$ cat config.mk
export PLATFORM = sky130hd
export DESIGN_NAME = tmr_core
export DESIGN_NICKNAME = d
export VERILOG_FILES = /design/src/rtl/tmr_pkg.sv /design/src/rtl/tmr_ctrl_reg.sv /design/src/rtl/tmr_limit.sv /design/src/rtl/tmr_count.sv /design/src/rtl/tmr_flag.sv /design/src/rtl/tmr_core.sv
export SDC_FILE = /design/constraint.sdc
export NUM_CORES = 1
export LEC_CHECK = 0
export BUFFER_PORTS_ARGS = -buffer_cell sky130_fd_sc_hd__buf_4
export CAP_MARGIN = 10
export CORE_MARGIN = 1.5
export CORE_UTILIZATION = 53
export DETAILED_ROUTE_END_ITERATION = 7
export GPL_TIMING_DRIVEN = 0
export PLACE_DENSITY_LB_ADDON = 0.3
export SYNTH_ARGS = -nofsm -noshare
export SYNTH_HDL_FRONTEND = slang
export SYNTH_SLANG_ARGS = --single-unit
$ cat constraint.sdc
create_clock -name clk_i -period 3.72 [get_ports clk_i]
set_input_delay 0.372 -clock clk_i [delete_from_list [all_inputs] [get_ports clk_i]]
set_output_delay 0.372 -clock clk_i [all_outputs]
set_load 0.005 [all_outputs]
$ cat src/rtl/tmr_pkg.sv
package tmr_pkg;
  localparam int CTRL_W = 8;

  typedef enum logic [1:0] {
    CM_EDGE = 2'b00,
    CM_DOWN = 2'b01,
    CM_UP   = 2'b10,
    CM_BOTH = 2'b11
  } cmode_e;

  typedef struct packed {
    logic   stage;
    cmode_e mode;
    logic   dir;
    logic   oneshot;
    logic   cnt_only;
    logic   inhibit;
    logic   en;
  } ctrl_t;
endpackage

$ cat src/rtl/tmr_ctrl_reg.sv
module tmr_ctrl_reg
  import tmr_pkg::*;
(
  input  logic              clk_i,
  input  logic              rst_ni,
  input  logic              we_i,
  input  logic [CTRL_W-1:0] wdata_i,
  input  logic              stop_i,
  output ctrl_t             ctrl_o
);
  ctrl_t q, nxt;

  always_comb begin
    nxt = ctrl_t'(wdata_i);
    // no edge-to-center switch while running
    if (q.mode == CM_EDGE && q.en && nxt.mode != CM_EDGE) nxt.mode = q.mode;
    // direction owned by hardware in center modes
    if (nxt.mode != CM_EDGE) nxt.dir = q.dir;
  end

  always_ff @(posedge clk_i or negedge rst_ni) begin
    if (!rst_ni) begin
      q <= '0;
    end else begin
      if (we_i) q <= nxt;
      if (stop_i) q.en <= 1'b0;
    end
  end

  assign ctrl_o = q;
endmodule

$ cat src/rtl/tmr_limit.sv
module tmr_limit #(
  parameter int          W       = 16,
  parameter logic [W-1:0] RST_VAL = '1
) (
  input  logic         clk_i,
  input  logic         rst_ni,
  input  logic         we_i,
  input  logic [W-1:0] wdata_i,
  input  logic         stage_i,
  input  logic         uev_i,
  output logic [W-1:0] act_o,
  output logic [W-1:0] ld_o
);
  logic [W-1:0] act_q, shd_q;

  always_ff @(posedge clk_i or negedge rst_ni) begin
    if (!rst_ni) begin
      act_q <= RST_VAL;
      shd_q <= RST_VAL;
    end else begin
      if (uev_i) act_q <= shd_q;
      if (we_i && !stage_i) act_q <= wdata_i;
      if (we_i) shd_q <= wdata_i;
    end
  end

  assign act_o = act_q;
  // value that becomes active at this edge
  assign ld_o  = uev_i ? shd_q : act_q;
endmodule

$ cat src/rtl/tmr_count.sv
module tmr_count #(
  parameter int W = 16
) (
  input  logic         clk_i,
  input  logic         rst_ni,
  input  logic         en_i,
  input  logic         tick_i,
  input  logic         center_i,
  input  logic         dir_sw_i,
  input  logic [W-1:0] lim_i,
  input  logic [W-1:0] lim_ld_i,
  input  logic         reinit_i,
  output logic [W-1:0] cnt_o,
  output logic         dir_o,
  output logic         evt_o
);
  localparam logic [W-1:0] ONE = W'(1);

  logic [W-1:0] cnt_q, cnt_nxt;
  logic [W:0]   inc_w;
  logic         dir_hw_q, step, wrap;

  assign inc_w = {1'b0, cnt_q} + {1'b0, ONE};
  assign dir_o = center_i ? dir_hw_q : dir_sw_i;
  assign step  = en_i && tick_i && !reinit_i;

  always_comb begin
    if (!center_i) wrap = dir_sw_i ? (cnt_q == '0) : (cnt_q >= lim_i);
    else           wrap = dir_hw_q ? (cnt_q <= ONE) : (inc_w >= {1'b0, lim_i});
  end

  assign evt_o = step && wrap;

  always_comb begin
    if (!center_i) begin
      if (dir_sw_i) cnt_nxt = wrap ? lim_ld_i : cnt_q - ONE;
      else          cnt_nxt = wrap ? '0 : inc_w[W-1:0];
    end else begin
      if (dir_hw_q) cnt_nxt = wrap ? '0 : cnt_q - ONE;
      else          cnt_nxt = wrap ? lim_i : inc_w[W-1:0];
    end
  end

  always_ff @(posedge clk_i or negedge rst_ni) begin
    if (!rst_ni) begin
      cnt_q    <= '0;
      dir_hw_q <= 1'b0;
    end else begin
      if (reinit_i)  cnt_q <= dir_o ? lim_ld_i : '0;
      else if (step) cnt_q <= cnt_nxt;
      if (!center_i)  dir_hw_q <= dir_sw_i;
      else if (evt_o) dir_hw_q <= ~dir_hw_q;
    end
  end

  assign cnt_o = cnt_q;
endmodule

$ cat src/rtl/tmr_flag.sv
module tmr_flag (
  input  logic clk_i,
  input  logic rst_ni,
  input  logic set_i,
  input  logic clr_i,
  output logic flag_o
);
  always_ff @(posedge clk_i or negedge rst_ni) begin
    if (!rst_ni)    flag_o <= 1'b0;
    else if (set_i) flag_o <= 1'b1;
    else if (clr_i) flag_o <= 1'b0;
  end
endmodule

$ cat src/rtl/tmr_core.sv
module tmr_core
  import tmr_pkg::*;
#(
  parameter int               CNT_W   = 16,
  parameter logic [CNT_W-1:0] LIM_RST = '1
) (
  input  logic              clk_i,
  input  logic              rst_ni,
  input  logic              ctrl_we_i,
  input  logic [CTRL_W-1:0] ctrl_wdata_i,
  input  logic              lim_we_i,
  input  logic [CNT_W-1:0]  lim_wdata_i,
  input  logic              tick_i,
  input  logic              sw_upd_i,
  input  logic              trg_upd_i,
  input  logic              flag_clr_i,
  output logic [CNT_W-1:0]  cnt_o,
  output logic              upd_flag_o,
  output logic              cmp_ok_o,
  output logic              dir_o,
  output logic [CTRL_W-1:0] ctrl_o
);
  ctrl_t            ctrl;
  logic [CNT_W-1:0] lim_act, lim_ld;
  logic             evt, uev, reinit, center;

  assign center = (ctrl.mode != CM_EDGE);
  assign reinit = sw_upd_i && !ctrl.inhibit;
  assign uev    = !ctrl.inhibit && (evt || sw_upd_i || trg_upd_i);

  tmr_ctrl_reg u_ctrl (
    .clk_i   (clk_i),
    .rst_ni  (rst_ni),
    .we_i    (ctrl_we_i),
    .wdata_i (ctrl_wdata_i),
    .stop_i  (uev && ctrl.oneshot),
    .ctrl_o  (ctrl)
  );

  tmr_limit #(.W(CNT_W), .RST_VAL(LIM_RST)) u_lim (
    .clk_i   (clk_i),
    .rst_ni  (rst_ni),
    .we_i    (lim_we_i),
    .wdata_i (lim_wdata_i),
    .stage_i (ctrl.stage),
    .uev_i   (uev),
    .act_o   (lim_act),
    .ld_o    (lim_ld)
  );

  tmr_count #(.W(CNT_W)) u_cnt (
    .clk_i    (clk_i),
    .rst_ni   (rst_ni),
    .en_i     (ctrl.en),
    .tick_i   (tick_i),
    .center_i (center),
    .dir_sw_i (ctrl.dir),
    .lim_i    (lim_act),
    .lim_ld_i (lim_ld),
    .reinit_i (reinit),
    .cnt_o    (cnt_o),
    .dir_o    (dir_o),
    .evt_o    (evt)
  );

  tmr_flag u_flag (
    .clk_i  (clk_i),
    .rst_ni (rst_ni),
    .set_i  (uev && (!ctrl.cnt_only || evt)),
    .clr_i  (flag_clr_i),
    .flag_o (upd_flag_o)
  );

  always_comb begin
    unique case (ctrl.mode)
      CM_DOWN: cmp_ok_o = dir_o;
      CM_UP:   cmp_ok_o = !dir_o;
      default: cmp_ok_o = 1'b1;
    endcase
  end

  assign ctrl_o = {ctrl.stage, ctrl.mode, dir_o, ctrl.oneshot,
                   ctrl.cnt_only, ctrl.inhibit, ctrl.en};
endmodule

==> results.json <==
{
  "status": "finished, violations left",
  "violations": "negative setup slack",
  "post_synth_inst_count": 499,
  "drtAntennaViolNets": 0,
  "post_cts_clock_slew_at_the_launch_and_capture_registers_of_the_worst_setup_and_hold_paths_ns": 0.07,
  "die_footprint_um2": 9110,
  "die_width_um": 95.4,
  "tritoncts.num_buffers": 9,
  "grt_first_pass_wirelength_um": 21900,
  "worst_setup_path_startpoint": "u_cnt.cnt_o[0]$_DFFE_PN0P_",
  "placement_rows": 33,
  "sum_of_internal_switching_and_leakage_power_mw": 4.48,
  "clock_insertion_delay_worst_skew_ns": 0.35,
  "reg2reg_setup_slack_ns": -0.01,
  "critPathBufInv": 4,
  "syn_to_final_growth_pct": 34.0,
  "hpwlAfterDp_um": 9940,
  "syn_area_um2": 4530,
  "grt_max_degree": 59,
  "nets": 667,
  "grt_setup_unrepaired": "yes",
  "ctsRootBufferMaster": "sky130_fd_sc_hd__clkbuf_8",
  "max_cap_violations": 0,
  "power.density_cell_area_nw_per_um2": 739,
  "max-slew-margin-rel": 0.443,
  "worst-endpoint-arrival_ns": 3.98,
  "hold_buffers": 0,
  "h-tree-depth": 3,
  "timing.final.ws_setup_ns": -0.0101,
  "max-clock-path-buffers": 2,
  "synth_area_leaders": "sky130_fd_sc_hd__dfstp_2 (19%), sky130_fd_sc_hd__dfrtp_1 (14%), sky130_fd_sc_hd__ha_1 (11%), sky130_fd_sc_hd__a21oi_1 (5.7%), sky130_fd_sc_hd__mux2_2 (5.7%)",
  "synthDominantCellAreaShare": 0.186,
  "n_fill_cell": 601,
  "synth_ff_type": "sky130_fd_sc_hd__dfstp_2",
  "crit_top_cell": "sky130_fd_sc_hd__buf_6",
  "placeableCoreArea_um2": 8260,
  "cts_sink_count": 58,
  "die_y_um": 95.4,
  "initial_antenna_violation_count": 0,
  "critical_path.top_delay_family": "compound AO/OA/AOI/OAI gates",
  "postSynth.asyncResetShare": 1.00,
  "first_global_vias": 4270,
  "max_freq_mhz": 268,
  "route.detailed.wl_per_inst_um": 20.8,
  "overall_global_routing_resource_usage": 0.322,
  "synth_top_area_cell": "sky130_fd_sc_hd__dfstp_2",
  "slowest_delay_ns": 0.42,
  "final_period_minus_worst_setup_slack_ns": 3.73,
  "cts_tree": "built",
  "port_buffers": 56,
  "routed_wirelength_um": 14700,
  "worst_r2r_path_depth": 16,
  "clock_skew_ns": 0.0132,
  "timing.rr.start": "u_cnt.cnt_o[0]$_DFFE_PN0P_",
  "ys_ff_latch": 58,
  "critical-path-slowest-cell": "sky130_fd_sc_hd__dfrtp_2",
  "start_util": 0.548,
  "setup.worst_path.class": "register to register",
  "timing_worst_slew_pin_value_ns": 0.833,
  "hold_violations": 0,
  "timing.final.setup_violations": 2,
  "syn-num-nets": 569,
  "ys_types": 57,
  "worst_path_max_fanout": 5,
  "worst_setup_path_end_kind": "register",
  "cp.required_ns": 3.97,
  "io_pins": 59,
  "synth_sequential_area_ratio": 0.329,
  "dr.first_iter.drc_count": 724,
  "layout_worst_path_cycle_share": 1.00,
  "critical_path.cell_chain": "buf_6 > and3_4 > and3_4 > and3_4 > nand4_1 > xnor2_2 > ha_4 > buf_6 > a221oi_4 > o2111ai_4 > and2_4 > o21a_1 > buf_6 > buf_6 > mux2i_4 > o311ai_2",
  "num_antenna_cells": 0,
  "place.gp.congestion": 1.01,
  "synthesis.yosys.warnings": 0,
  "r2r-end": "u_cnt.cnt_o[10]$_DFFE_PN0P_",
  "drt-vias-per-instance": 6.43,
  "grt_overflow": 0,
  "min_path_type": "input port to asynchronous set/reset pin",
  "drive_gt1_frac": 0.392,
  "synth_enable_flop_cells": 0,
  "route.vias.total": 4543,
  "critical_path.startpoint_type": "register",
  "first_pass_iters": 6,
  "static_leakage_power_nw": 2.56,
  "max-vdd-ir-drop_v": 0.000457,
  "syn-mean-instance-area_um2": 9.07,
  "timing.final.max_slew_violations": 0,
  "finalCoreUtilization": 0.735,
  "drc": 0
}
flip-flops by register name, summed over array words and instances (netlist names):
register,flops
u_lim.act_o,16
u_lim.shd_q,16
u_flag.flag_o,1
u_cnt.dir_hw_q,1
u_ctrl.ctrl_o,8
u_cnt.cnt_o,16
per-stage QoR:
step                      cells  TNS, ns  cell area [µm²]  setup WS [ns]  hold slack (ns)
after CTS                   696        0             5750         0.0136            0.101
after global placement      660   -21.17             5080         -0.778            0.461
after detailed placement    660   -24.54             5080         -0.908            0.468
after global routing        707   -0.970             6070        -0.0908            0.140
after floorplan             499        0             4530         0.0247           0.0764
final                       707  -0.0196             6070        -0.0101           0.0941
what timing repair did:
action                                  4_1_cts  5_1_grt
endpoints found under the setup margin       35       29
pin swaps                                    12       21
buffers inserted                             21       13
cloned                                        2        0
resized for setup                            53       49
hold endpoints to repair                      0        0
where the power goes:
part / internal, mW / leakage, nW / total (mW) / switching (mW)
Clock: 0.391 / 0.114 / 0.652 / 0.261
Combinational: 1.29 / 1.79 / 2.69 / 1.40
Sequential: 0.840 / 0.654 / 1.14 / 0.305
worst reg2reg max path, cell delays in order, from the launching register on:
cell and delay, ns:
sky130_fd_sc_hd__dfrtp_2 0.42, sky130_fd_sc_hd__buf_6 0.13, sky130_fd_sc_hd__and3_4 0.18, sky130_fd_sc_hd__and3_4 0.19
sky130_fd_sc_hd__and3_4 0.23, sky130_fd_sc_hd__nand4_1 0.16, sky130_fd_sc_hd__xnor2_2 0.28, sky130_fd_sc_hd__ha_4 0.26
sky130_fd_sc_hd__buf_6 0.12, sky130_fd_sc_hd__a221oi_4 0.29, sky130_fd_sc_hd__o2111ai_4 0.17, sky130_fd_sc_hd__and2_4 0.23
sky130_fd_sc_hd__o21a_1 0.23, sky130_fd_sc_hd__buf_6 0.15, sky130_fd_sc_hd__buf_6 0.12, sky130_fd_sc_hd__mux2i_4 0.18
sky130_fd_sc_hd__o311ai_2 0.31
layout by cell type (no fill, tap or decap), drive strengths merged, types with 6 or more instances in the layout:
cell      n
mux2i    18
nand3    11
buf     100
ha       38
nor3      6
nand4    10
o221ai   13
and3      7
a21oi    52
o211ai    6
a22oi     9
dfrtp    26
nand2    33
dfstp    32
xnor2    24
clkbuf   33
nand2b   10
o21ai    15
mux2     23
o21a      6
nor2     42
inv      24
worst max path at each step:
stage,to,depth (start not counted)
global placement,u_cnt.cnt_o[11]$_DFFE_PN0P_,17
CTS,u_cnt.cnt_o[10]$_DFFE_PN0P_,16
detailed placement,u_cnt.cnt_o[6]$_DFFE_PN0P_,15
global route,u_cnt.cnt_o[10]$_DFFE_PN0P_,16
finish,u_cnt.cnt_o[10]$_DFFE_PN0P_,16
floorplan,u_cnt.cnt_o[11]$_DFFE_PN0P_,18
synth_stat cells (all sizes together), types with 15 or more instances:
library cell,count
mux2i,18
inv,23
a21oi,52
clkbuf,25
nand2,33
xnor2,24
o21ai,15
nor2,42
mux2,23
ha,38
dfstp,32
dfrtp,26
kinds of logic (layout without fill, tap and decap cells):
group,count (synthesis),in the layout,share of synthesized area
buffers and inverters,56,159,0.0561
and+or+nand+nor,144,144,0.160
xor gates and xnor gates,29,29,0.0561
AOI/OAI and AO/OA,133,133,0.196
DFF,58,58,0.329
muxes,41,41,0.0970
adders and majority gates,38,38,0.105
metal layers:
metal | vias to the layer above | part of all wire | routed length (µm) | GRT usage
met3 | 55 | 0.091 | 1330 | 0.0670
li1 | 2042 | - | - | -
met1 | 2159 | 0.42 | 6100 | 0.442
met2 | 287 | 0.46 | 6710 | 0.492
met4 | 0 | 0.037 | 544 | 0.135
met5 | - | 0 | 0 | 0
area by class of cell:
type                    instances  area, µm²  area share
plain buffers                  29        176      0.0291
clock buffers                  13        181      0.0299
clock inverters                 3       41.3     0.00680
inverters                      23       86.3      0.0142
multi-input cells             385       3220       0.531
flip-flops and latches         58       1500       0.247
well taps                     105        131      0.0216
repair buffers                 91        731       0.120
No activity file was read; power rests on OpenSTA's default activity.
